`config.mk`:
```
export PLATFORM = sky130hd
export DESIGN_NAME = i2c_cmd_sequencer
export DESIGN_NICKNAME = d
export VERILOG_FILES = /design/src/rtl/i2cq_pkg.sv /design/src/rtl/i2cq_fifo.sv /design/src/rtl/i2cq_seq.sv /design/src/rtl/i2c_cmd_sequencer.sv
export SDC_FILE = /design/constraint.sdc
export NUM_CORES = 1
export LEC_CHECK = 0
export ABC_AREA = 1
export ABC_CLOCK_PERIOD_IN_PS = 3320
export BUFFER_PORTS_ARGS = -buffer_cell sky130_fd_sc_hd__buf_2
export CAP_MARGIN = 25
export CORE_MARGIN = 1.5
export CORE_UTILIZATION = 45
export CTS_BUF_LIST = sky130_fd_sc_hd__clkbuf_8
export DETAILED_ROUTE_END_ITERATION = 16
export PLACE_DENSITY_LB_ADDON = 0.05
export SYNTH_ARGS = -nofsm -noshare
export SYNTH_HDL_FRONTEND = slang
export SYNTH_SLANG_ARGS = --single-unit
```
`constraint.sdc`:
```
create_clock -name clk -period 3.32 [get_ports clk]
set_input_delay 0.664 -clock clk [delete_from_list [all_inputs] [get_ports clk]]
set_output_delay 0.664 -clock clk [all_outputs]
set_load 0.01 [all_outputs]
```
`src/rtl/i2cq_pkg.sv`:
```
package i2cq_pkg;

    // Command word as held in the TX FIFO: bit 10 restart, 9 stop, 8 read
    typedef struct packed {
        logic       rs;
        logic       stop;
        logic       rd;
        logic [7:0] data;
    } cmd_t;

    localparam int CMD_W = $bits(cmd_t);

    typedef enum logic [2:0] {
        OP_START   = 3'd0,
        OP_RESTART = 3'd1,
        OP_WRITE   = 3'd2,
        OP_READ    = 3'd3,
        OP_STOP    = 3'd4
    } op_e;

    typedef enum logic [2:0] {
        ST_IDLE,
        ST_START,
        ST_ADR_HI,
        ST_ADR_LO,
        ST_BYTE,
        ST_FLUSH,
        ST_STOP
    } seq_st_e;

endpackage

```
`src/rtl/i2cq_fifo.sv`:
```
module i2cq_fifo #(
    parameter int W     = 8,
    parameter int DEPTH = 64
) (
    input  logic                       clk,
    input  logic                       rst_n,
    input  logic                       clr,
    input  logic                       push,
    input  logic [W-1:0]               wdata,
    input  logic                       pop,
    output logic [W-1:0]               rdata,
    output logic [$clog2(DEPTH):0]     count,
    output logic                       full,
    output logic                       empty,
    output logic                       wr_err,
    output logic                       rd_err
);
    localparam int AW = $clog2(DEPTH);
    localparam int CW = AW + 1;

    logic [W-1:0]  mem [DEPTH];
    logic [AW-1:0] wp, rp;
    logic [CW-1:0] cnt;
    logic          push_ok, pop_ok;

    assign full    = (cnt == CW'(DEPTH));
    assign empty   = (cnt == '0);
    assign push_ok = push && !full;
    assign pop_ok  = pop && !empty;
    assign rdata   = mem[rp];
    assign count   = cnt;

    always_ff @(posedge clk) begin
        if (push_ok && !clr) mem[wp] <= wdata;
    end

    always_ff @(posedge clk) begin
        if (!rst_n || clr) begin
            wp     <= '0;
            rp     <= '0;
            cnt    <= '0;
            wr_err <= 1'b0;
            rd_err <= 1'b0;
        end else begin
            if (push_ok) wp <= (wp == AW'(DEPTH - 1)) ? '0 : wp + 1'b1;
            if (pop_ok)  rp <= (rp == AW'(DEPTH - 1)) ? '0 : rp + 1'b1;
            cnt <= cnt + CW'(push_ok) - CW'(pop_ok);
            if (push && full) wr_err <= 1'b1;
            if (pop && empty) rd_err <= 1'b1;
        end
    end

    assert_depth_bound_R8: assert property (@(posedge clk) disable iff (!rst_n)
        cnt <= CW'(DEPTH));

    assert_overflow_sticky_R8: assert property (@(posedge clk) disable iff (!rst_n)
        (push && full && !clr) |=> wr_err);

    assert_underflow_sticky_R9: assert property (@(posedge clk) disable iff (!rst_n)
        (pop && empty && !clr) |=> rd_err);

endmodule

```
`src/rtl/i2cq_seq.sv`:
```
module i2cq_seq
    import i2cq_pkg::*;
(
    input  logic       clk,
    input  logic       rst_n,
    input  cmd_t       head,
    input  logic       head_empty,
    output logic       head_pop,
    output logic       rx_push,
    output logic [7:0] rx_byte,
    input  logic [9:0] tgt_addr,
    input  logic       ten_bit,
    output logic       eng_go,
    output op_e        eng_op,
    output logic [7:0] eng_byte,
    output logic       eng_nack,
    input  logic       eng_done,
    input  logic       eng_ack,
    input  logic [7:0] eng_rdata,
    output logic       ev_done,
    output logic       ev_xfer_err
);
    seq_st_e st_q, st_d;
    logic    issued_q, in_txn_q, in_txn_d, err_q, err_d, nack_hit;
    logic    op_state, step;

    assign op_state = (st_q == ST_START) || (st_q == ST_ADR_HI) ||
                      (st_q == ST_ADR_LO) || (st_q == ST_BYTE) || (st_q == ST_STOP);
    assign step     = op_state && issued_q && eng_done;

    // next-state logic
    always_comb begin
        st_d     = st_q;
        in_txn_d = in_txn_q;
        err_d    = err_q;
        nack_hit = 1'b0;
        unique case (st_q)
            ST_IDLE:
                if (!head_empty) st_d = (!in_txn_q || head.rs) ? ST_START : ST_BYTE;
            ST_START:
                if (step) begin
                    st_d     = ST_ADR_HI;
                    in_txn_d = 1'b1;
                end
            ST_ADR_HI:
                if (step) begin
                    if (!eng_ack) begin
                        nack_hit = 1'b1;
                        err_d    = 1'b1;
                        st_d     = ST_FLUSH;
                    end else if (ten_bit) st_d = ST_ADR_LO;
                    else st_d = head_empty ? ST_IDLE : ST_BYTE;
                end
            ST_ADR_LO:
                if (step) begin
                    if (!eng_ack) begin
                        nack_hit = 1'b1;
                        err_d    = 1'b1;
                        st_d     = ST_FLUSH;
                    end else st_d = head_empty ? ST_IDLE : ST_BYTE;
                end
            ST_BYTE:
                if (step) begin
                    if (!head.rd && !eng_ack) begin
                        nack_hit = 1'b1;
                        err_d    = 1'b1;
                        st_d     = ST_FLUSH;
                    end else st_d = head.stop ? ST_STOP : ST_IDLE;
                end
            ST_FLUSH:
                if (head_empty) st_d = ST_STOP;
            ST_STOP:
                if (step) begin
                    st_d     = ST_IDLE;
                    in_txn_d = 1'b0;
                    err_d    = 1'b0;
                end
            default: st_d = ST_IDLE;
        endcase
    end

    // state register and event pulses
    always_ff @(posedge clk) begin
        if (!rst_n) begin
            st_q        <= ST_IDLE;
            issued_q    <= 1'b0;
            in_txn_q    <= 1'b0;
            err_q       <= 1'b0;
            ev_done     <= 1'b0;
            ev_xfer_err <= 1'b0;
        end else begin
            st_q        <= st_d;
            in_txn_q    <= in_txn_d;
            err_q       <= err_d;
            issued_q    <= eng_go ? 1'b1 : (step ? 1'b0 : issued_q);
            ev_done     <= (st_q == ST_STOP) && step && !err_q;
            ev_xfer_err <= nack_hit;
        end
    end

    // outputs
    always_comb begin
        eng_go   = op_state && !issued_q;
        eng_op   = OP_STOP;
        eng_byte = 8'h00;
        eng_nack = 1'b0;
        head_pop = 1'b0;
        rx_push  = 1'b0;
        rx_byte  = eng_rdata;
        unique case (st_q)
            ST_START:  eng_op = in_txn_q ? OP_RESTART : OP_START;
            ST_ADR_HI: begin
                eng_op   = OP_WRITE;
                eng_byte = ten_bit ? {5'b11110, tgt_addr[9:8], head.rd}
                                   : {tgt_addr[6:0], head.rd};
            end
            ST_ADR_LO: begin
                eng_op   = OP_WRITE;
                eng_byte = tgt_addr[7:0];
            end
            ST_BYTE: begin
                eng_op   = head.rd ? OP_READ : OP_WRITE;
                eng_byte = head.rd ? 8'h00 : head.data;
                eng_nack = head.rd && head.stop;
                head_pop = step;
                rx_push  = step && head.rd;
            end
            ST_FLUSH:  head_pop = !head_empty;
            ST_STOP:   eng_op = OP_STOP;
            default:   eng_op = OP_STOP;
        endcase
    end

    assert_one_go_per_op_R12: assert property (@(posedge clk) disable iff (!rst_n)
        eng_go |=> !eng_go);

    assert_done_excludes_err_R7: assert property (@(posedge clk) disable iff (!rst_n)
        !(ev_done && ev_xfer_err));

    assert_pop_only_queued_R7: assert property (@(posedge clk) disable iff (!rst_n)
        head_pop |-> !head_empty);

endmodule

```
`src/rtl/i2c_cmd_sequencer.sv`:
```
module i2c_cmd_sequencer
    import i2cq_pkg::*;
#(
    parameter int FIFO_DEPTH = 64,
    parameter int LVL_W      = $clog2(FIFO_DEPTH)
) (
    input  logic              clk,
    input  logic              rst_n,
    input  logic              cmd_push,
    input  logic [10:0]       cmd_word,
    input  logic              rx_pop,
    output logic [7:0]        rx_data,
    input  logic [9:0]        cfg_addr,
    input  logic              cfg_ten_bit,
    input  logic              cfg_rx_clr,
    input  logic              cfg_tx_clr,
    input  logic [LVL_W-1:0]  cfg_rx_af_lvl,
    input  logic [LVL_W-1:0]  cfg_tx_ae_lvl,
    output logic [11:0]       fifo_status,
    output logic              ev_done,
    output logic              ev_xfer_err,
    output logic              ev_fifo_err,
    output logic              ev_rx_af,
    output logic              ev_tx_ae,
    output logic              eng_go,
    output logic [2:0]        eng_op,
    output logic [7:0]        eng_byte,
    output logic              eng_nack,
    input  logic              eng_done,
    input  logic              eng_ack,
    input  logic [7:0]        eng_rdata
);
    localparam int CW = $clog2(FIFO_DEPTH) + 1;

    logic [CMD_W-1:0] tx_rdata;
    logic [CW-1:0]    tx_cnt, rx_cnt;
    logic             tx_full, tx_empty, tx_wr_err, tx_rd_err;
    logic             rx_full, rx_empty, rx_wr_err, rx_rd_err;
    logic             head_pop, rx_push;
    logic [7:0]       rx_byte;
    cmd_t             head;
    op_e              op_w;

    assign head = cmd_t'(tx_rdata);

    i2cq_fifo #(.W(CMD_W), .DEPTH(FIFO_DEPTH)) u_txq (
        .clk(clk), .rst_n(rst_n), .clr(cfg_tx_clr),
        .push(cmd_push), .wdata(cmd_word), .pop(head_pop), .rdata(tx_rdata),
        .count(tx_cnt), .full(tx_full), .empty(tx_empty),
        .wr_err(tx_wr_err), .rd_err(tx_rd_err)
    );

    i2cq_fifo #(.W(8), .DEPTH(FIFO_DEPTH)) u_rxq (
        .clk(clk), .rst_n(rst_n), .clr(cfg_rx_clr),
        .push(rx_push), .wdata(rx_byte), .pop(rx_pop), .rdata(rx_data),
        .count(rx_cnt), .full(rx_full), .empty(rx_empty),
        .wr_err(rx_wr_err), .rd_err(rx_rd_err)
    );

    i2cq_seq u_seq (
        .clk(clk), .rst_n(rst_n),
        .head(head), .head_empty(tx_empty), .head_pop(head_pop),
        .rx_push(rx_push), .rx_byte(rx_byte),
        .tgt_addr(cfg_addr), .ten_bit(cfg_ten_bit),
        .eng_go(eng_go), .eng_op(op_w), .eng_byte(eng_byte), .eng_nack(eng_nack),
        .eng_done(eng_done), .eng_ack(eng_ack), .eng_rdata(eng_rdata),
        .ev_done(ev_done), .ev_xfer_err(ev_xfer_err)
    );

    assign eng_op      = op_w;
    assign fifo_status = {tx_full, 3'b000, tx_wr_err, tx_rd_err, 2'b00,
                          rx_empty, 1'b0, rx_wr_err, rx_rd_err};
    assign ev_fifo_err = rx_rd_err | rx_wr_err | tx_rd_err | tx_wr_err;
    assign ev_rx_af    = (rx_cnt >= {1'b0, cfg_rx_af_lvl});
    assign ev_tx_ae    = (tx_cnt <= {1'b0, cfg_tx_ae_lvl});

    assert_rx_bounded_R9: assert property (@(posedge clk) disable iff (!rst_n)
        (rx_full && rx_push && !cfg_rx_clr && !rx_pop) |=> rx_full && rx_wr_err);

endmodule

```
==> results of run 1 <==
-- cell usage in the layout (no fill, tap or decap), types with 12 or more instances in the layout --
cell	count
a21oi_1	40
buf_12	50
buf_16	12
buf_2	73
buf_4	281
buf_6	34
clkbuf_8	229
clkinv_1	40
clkinv_2	28
dfxtp_1	53
edfxtp_1	1216
ha_1	32
inv_1	175
nand2_1	338
nand3_1	191
nand3_2	24
nand3_4	14
nand4_1	14
nor2_1	779
nor2_2	39
nor3_1	24
o211ai_1	19
o21ai_0	552
o21ai_1	91
o21ai_2	31
o221ai_1	14
o22ai_1	229
o22ai_2	55
-- cell usage after synthesis, types with 21 or more instances --
master	number
a21oi_1	42
buf_4	21
clkbuf_1	185
o22ai_1	285
nand2_1	344
edfxtp_1	1216
nand3_1	217
ha_1	34
inv_1	110
nor2_1	825
o21ai_0	674
buf_2	49
dfxtp_1	62
nor3_1	27
-- final cells by class --
class / instances / share of cell area
Timing Repair inverter: 1 / 0.0001802
Sequential cell: 1278 / 0.6045
Timing Repair Buffer: 480 / 0.07792
Tap cell: 1512 / 0.03027
Clock buffer: 229 / 0.05043
Antenna cell: 2 / 0.00008008
Multi-Input combinational cell: 2572 / 0.2154
Inverter: 117 / 0.007928
Clock inverter: 150 / 0.01327
-- where the power goes --
part           switching, mW  leakage (nW)  internal (mW)
Clock                   6.34          2.30           6.86
Combinational           2.65          8.15           1.58
Sequential            0.0852          11.4           17.7
Total                   9.08          21.9           26.2
-- how the worst max path moves through the flow --
stage,start,end,slack (ns),cells after the start
detailed placement,flop,eng_byte[1],-0.04,14
finish,flop,rx_data[4],-0.63,10
global placement,flop,eng_byte[1],-0.04,14
floorplan,u_seq.st_q[1],u_txq.count[6],0.21,20
CTS,flop,eng_byte[1],-0.66,12
global route,flop,eng_byte[1],-0.73,14
-- routing by layer --
metal  vias to the layer above  GRT usage  share of wire
met4                         0     0.1044          0.034
li1                      16390          -              -
met3                       265    0.03856          0.049
met2                      1144     0.4346           0.49
met1                     17590     0.3394           0.42
met5                         -          0              0
-- worst max-delay path: cells and delay by family, from the launching register on --
family                 cells  cell delay [ns]
AO/OA/AOI/OAI              6             1.26
buffers and inverters      4             0.60
flip-flops                 1             0.50
-- registers in the layout (all words and copies together), names as in the netlist, 3 cells and up, named ones only --
register,cells
u_txq.mem,704
u_rxq.rp,6
u_txq.rp,6
u_seq.st_q,3
u_txq.wp,6
u_rxq.count,7
u_rxq.mem,512
u_rxq.wp,6
u_txq.count,7
-- cells by family (layout without fill, tap and decap cells) --
kind of cell               count (synthesis)  after routing  share of synthesized area
AOI/OAI and AO/OA                       1064           1064                     0.1131
xor gates and xnor gates                   8              8                   0.001352
adders and majority gates                 36             36                   0.008978
buffers and inverters                    390            977                    0.03152
DFF                                     1278           1278                     0.7283
other                                      1              8                 0.00007233
and+or+nand+nor                         1458           1458                     0.1167
-- repair_timing --
item	CTS	global route
gates cloned	13	8
resized for setup	198	232
setup buffers	13	29
endpoints found under the hold margin	5	0
pin swaps	46	77
setup endpoints to repair	21	225
hold buffers	3	0
==> reports/results.ini, run 1 <==
[power_and_ir_drop]
static-leakage-power_nw = 21.89
p_total_mw = 35.24
p_per_area_nw_per_um2 = 564.0
vdd.ir_drop.worst_uv = 393.8

[synthesis]
synth_top_area_frac = 0.7043
synth-seq-cells = 1278
netlist_cell_types = 45
syn-instance-count = 4235
yosys_warnings = 0
ys_async_sr_fraction = 0
postSynth.topFlopCell = edfxtp_1
synth_seq_area_share = 0.7283
post_synth.cell_area_avg_um2 = 12.24
synth_enable_flop_cells = 1216
synthesis.area_um2 = 51840
synth_top_cells_by_area = edfxtp_1 70%, o21ai_0 6.5%, nor2_1 6.0%
synth_area_leader_cell = edfxtp_1

[clock_network]
clk_pin_slew_worst_paths_ns = 0.07
tritoncts.num_buffers = 210
tritoncts = built
ctsRootBufferMaster = clkbuf_8
cts_max_level = 4
cts.sinks = 1278
cts.path.max_buffers = 3
worst_skew_pair.late_latency_ns = 0.93

[status]
status = finished with violations
failing_checks = negative setup slack

[floorplan]
ioPinCount = 88
initial_utilization = 0.4534
rows = 124
design.die.area_um2 = 117300
core_um2 = 114300
chipWidth_um = 342.4
die_y_um = 342.4

[route]
initialDrtViolationCount = 3104
remaining_number_of_nets_flagged_by_the_antenna_check_after_routing = 0
vias = 35390
detail_route.first_pass.iterations = 6
routed_wire_length_per_instance_um = 24.45
drt_wl_total_um = 155000
avgViaCountPerCell = 5.581
drcViolationCount = 0

[critical_path]
cpPeakStageDelay_ns = 0.55
setup.worst_path.start_class = flop
critical_path.slowest_cell = o211ai_1
critical_path_start_end_classification = flop to output port
worst_r2r_endpoint = u_rxq.count[6]
cp_max_fo = 22
crit_required_ns = 2.66
regToRegSetupSlack_ns = -0.02
worst_setup_path_end_kind = output port
path_cells = clkinv_16 -> buf_4 -> buf_12 -> o21ai_2 -> o22ai_2 -> o21ai_1 -> o22ai_2 -> o211ai_1 -> o21ai_2 -> buf_6
cp.arrival_ns = 3.28
r2r_cells = 23

[flow_run]
cap_viol_max_count = 0

[layout]
finalCoreUtilization = 0.5465
ff_latch_area_um2 = 37780
fillerInstances = 9766
post-route-cell-area_um2 = 62490
areaGrowthSynthToFinish_pct = 20.55
area_of_the_multi_input_gates_um2 = 13460
layout.cells.non_filler = 6341
drive_gt1_frac = 0.2030
final_net_count = 4746

[timing]
post-route-period-util = 1.189
setup_total_negative_slack_ns = -8.806
unrepaired_setup_endpoints_after_global_routing = true
worst_pin_slew_ns = 0.9824
finalSetupViolCount = 19
timing.final.max_slew_violations = 0
timing.slew.headroom = 0.3451
final_critical_path_setup_slack_ns = -0.6277
final.hold.worst_slack_ns = 0.2113
clock_skew_ns = 0.04354
timing.fmax_ghz = 0.2533
finalHoldViolations = 0
finalWorstPathRequiredPeriod_ns = 3.948

[grt]
grt_pass1_wl_um = 224700
globalRouteOverflowTotal = 0
grt_start_max_net_pins = 65
first_global_vias = 34270
overall_track_demand_over_capacity_in_global_routing = 0.2594
antenna_violations_before_repair = 2

[place]
gp_congestion = 0.8693
placement.io_buffers = 81
numPlacedInstances = 5897
hpwl_after_detailed_placement_um = 93810
placed_cell_area_um2 = 56130
dpl_worst_slack_ns = -0.03987

[hold_path]
hold_class = input port to flop
min_from = cfg_tx_clr
whs_path_depth = 4
min_delay_worst_endpoint = u_txq.count[4]

No activity file was read; power rests on OpenSTA's default activity.
==> inputs of run 2 (changes only) <==
Settings changed: CELL_PAD_IN_SITES_DETAIL_PLACEMENT from default to 1, CELL_PAD_IN_SITES_GLOBAL_PLACEMENT from default to 2, CORE_MARGIN 1.5 to 5, CORE_UTILIZATION 45 to 41, GPL_TIMING_DRIVEN from default to 0.
==> run 2 against run 1 <==
The flow still finishes with violations (negative setup slack). Final cell count up 4.1%. Count of clock-buffer cells in the layout is 15 lower. Setup slack got worse by 0.18 ns. First-iteration DRC count up 29%. Maximum frequency shrank 4.4%. Hold slack got worse by 0.073 ns. Global-route usage grew 6.1 points. Via count rose by 11%. Non-clock buffer count rose by 104. Die area increased by 14%. Sequential share of layout area decreased by 3.3 points. Combinational power up 15%. Critical endpoint is now eng_byte[3].
==> reports/results.ini, run 2 (same netlist as run 1, synthesis figures left out) <==
[clock_network]
cts.path.max_buffers = 3  ; unchanged
cts_max_level = 4  ; unchanged
worst_skew_pair.late_latency_ns = 0.98  ; was 0.93 ns
tritoncts = built  ; unchanged
ctsRootBufferMaster = clkbuf_8  ; unchanged
clk_pin_slew_worst_paths_ns = 0.06  ; was 0.07 ns
cts.sinks = 1278  ; unchanged
tritoncts.num_buffers = 213  ; was 210

[layout]
finalCoreUtilization = 0.5266  ; was 0.5465
area_of_the_multi_input_gates_um2 = 15540  ; was 13460 um^2
layout.cells.non_filler = 6600  ; was 6341
largest_register = u_txq.mem  ; unchanged
areaGrowthSynthToFinish_pct = 27.55  ; was 20.55%
drive_gt1_frac = 0.2841  ; was 0.2030
largest_register_ff_count = 704  ; unchanged
top_regs = u_txq.mem x704, u_rxq.mem x512  ; unchanged
final_net_count = 4852  ; was 4746
fillerInstances = 12630  ; was 9766
layout.cells.most_common_list = 1216 x edfxtp_1, 595 x nor2_1, 468 x o21ai_0, 332 x nand2_1, 229 x clkbuf_8  ; was 1216 x edfxtp_1, 779 x nor2_1, 552 x o21ai_0, 338 x nand2_1, 281 x buf_4
post-route-cell-area_um2 = 66120  ; was 62490 um^2
ff_latch_area_um2 = 37780  ; about the same
layout.cells.most_common = edfxtp_1  ; unchanged

[place]
numPlacedInstances = 6063  ; was 5897
dpl_worst_slack_ns = -1.802  ; was -0.03987 ns
placement.io_buffers = 79  ; was 81
hpwl_after_detailed_placement_um = 149800  ; was 93810 um
gp_congestion = 0.9393  ; was 0.8693
placed_cell_area_um2 = 56220  ; was 56130 um^2

[power_and_ir_drop]
p_total_mw = 35.83  ; was 35.24 mW
static-leakage-power_nw = 22.84  ; was 21.89 nW
p_per_area_nw_per_um2 = 541.8  ; was 564.0 nW/um^2
vdd.ir_drop.worst_uv = 442.6  ; was 393.8 uV

[timing]
worst_pin_slew_ns = 1.198  ; was 0.9824 ns
finalWorstPathRequiredPeriod_ns = 4.129  ; was 3.948 ns
clock_skew_ns = 0.05077  ; was 0.04354 ns
unrepaired_setup_endpoints_after_global_routing = true  ; unchanged
setup_total_negative_slack_ns = -57.83  ; was -8.806 ns
timing.fmax_ghz = 0.2422  ; was 0.2533 GHz
post-route-period-util = 1.244  ; was 1.189
final_critical_path_setup_slack_ns = -0.8092  ; was -0.6277 ns
timing.slew.headroom = 0.2016  ; was 0.3451
finalHoldViolations = 0  ; unchanged
finalSetupViolCount = 462  ; was 19
timing.final.max_slew_violations = 0  ; unchanged
final.hold.worst_slack_ns = 0.1386  ; was 0.2113 ns

[route]
routed_wire_length_per_instance_um = 33.37  ; was 24.45 um
initialDrtViolationCount = 4007  ; was 3104
vias = 39110  ; was 35.39k
remaining_number_of_nets_flagged_by_the_antenna_check_after_routing = 0  ; unchanged
drcViolationCount = 0  ; unchanged
detail_route.first_pass.iterations = 6  ; unchanged
drt_wl_total_um = 220200  ; was 155000 um
avgViaCountPerCell = 5.926  ; was 5.581

[critical_path]
critical_path.slowest_cell = dfxtp_4  ; was o211ai_1
worst_setup_path_end_kind = output port  ; unchanged
critical_path_start_end_classification = flop to output port  ; unchanged
setup.worst_path.start_class = flop  ; unchanged
path_cells = buf_6 -> buf_12 -> buf_12 -> buf_12 -> buf_12 -> buf_8 -> nor2_2 -> o22ai_2 -> nor2_4 -> o22ai_1 -> nand2_1 -> nand3_2 -> nand3_4 -> nand3_2 -> buf_6  ; was clkinv_16 -> buf_4 -> buf_12 -> o21ai_2 -> o22ai_2 -> o21ai_1 -> o22ai_2 -> o211ai_1 -> o21ai_2 -> buf_6
crit_required_ns = 2.66  ; about the same
cpPeakStageDelay_ns = 0.36  ; was 0.55 ns
timing.critical_path.mode_cell = buf_12
cp_max_fo = 10  ; was 22
cp.arrival_ns = 3.47  ; was 3.28 ns

[grt]
first_global_vias = 38440  ; was 34.27k
globalRouteOverflowTotal = 0  ; unchanged
antenna_violations_before_repair = 3  ; was 2
grt_pass1_wl_um = 297700  ; was 224700 um
overall_track_demand_over_capacity_in_global_routing = 0.3207  ; was 0.2594
grt_start_max_net_pins = 65  ; unchanged

[floorplan]
design.die.area_um2 = 133700  ; was 117300 um^2
initial_utilization = 0.4129  ; was 0.4534
chipWidth_um = 365.6  ; was 342.4 um
core_um2 = 125600  ; was 114300 um^2
die_y_um = 365.6  ; was 342.4 um
ioPinCount = 88  ; unchanged
rows = 130  ; was 124

[hold_path]
hold_class = input port to flop  ; unchanged

[status]
status = finished with violations  ; unchanged
failing_checks = negative setup slack  ; unchanged

[flow_run]
cap_viol_max_count = 0  ; unchanged

[run 2: cell types whose count changed in the layout (fill, tap and decap cells not counted), sizes merged, moves of 3 or more]
cell and change:
clkinv +9, inv +24, clkbuf +117, buf -20
bufbuf -9, bufinv -3
[run 2: power breakdown]
part | internal, mW | switching, mW
logic | 1.70 | 3.17
clock network | 6.35 | 6.78
registers | 17.7 | 0.0964
total | 25.8 | 10.1
[run 2: what timing repair did]
item,CTS,global route
cloned,4,8
resized for setup,851,644
endpoints found under the setup margin,1169,687
pin swaps,70,171
buffers inserted,19,104
endpoints found under the hold margin,6,2
hold buffers,3,1
[run 2: cell type report]
class | count | area share
diodes | 4 | 0.0001514
inverters | 117 | 0.006982
repair buffers | 314 | 0.05476
plain buffers | 270 | 0.04199
multi-input cells | 2572 | 0.2350
clock buffers | 214 | 0.04454
clock inverters | 181 | 0.01406
flip-flops and latches | 1278 | 0.5713
well taps | 1650 | 0.03122
[run 2: final timing paths]
kind           startpoint          endpoint  slack, ns  depth (start not counted)
max                  flop       eng_byte[3]      -0.81                         15
min          eng_rdata[1]  u_rxq.mem[56][1]       0.14                          1
max reg2reg          flop   u_rxq.mem[1][5]      -0.27                         22
min reg2reg   u_seq.err_q       u_seq.err_q       0.45                          2
[run 2: worst max-delay path: cells and delay by family, from the launching register on]
kind            cells  cell delay, ns
compound gates      2            0.23
simple gates        6            0.88
flops               1            0.36
buf+inv             7            1.00
[run 2: per-layer routing]
| layer | wire, um | vias to the layer above | GRT usage | part of all wire |
|---|---|---|---|---|
| met3 | 15660 | 515 | 0.05612 | 0.071 |
| met4 | 14170 | 0 | 0.1660 | 0.064 |
| li1 | - | 16650 | - | - |
| met5 | 0 | - | 0 | 0 |
| met2 | 104200 | 1787 | 0.5250 | 0.47 |
| met1 | 86240 | 20160 | 0.4119 | 0.39 |
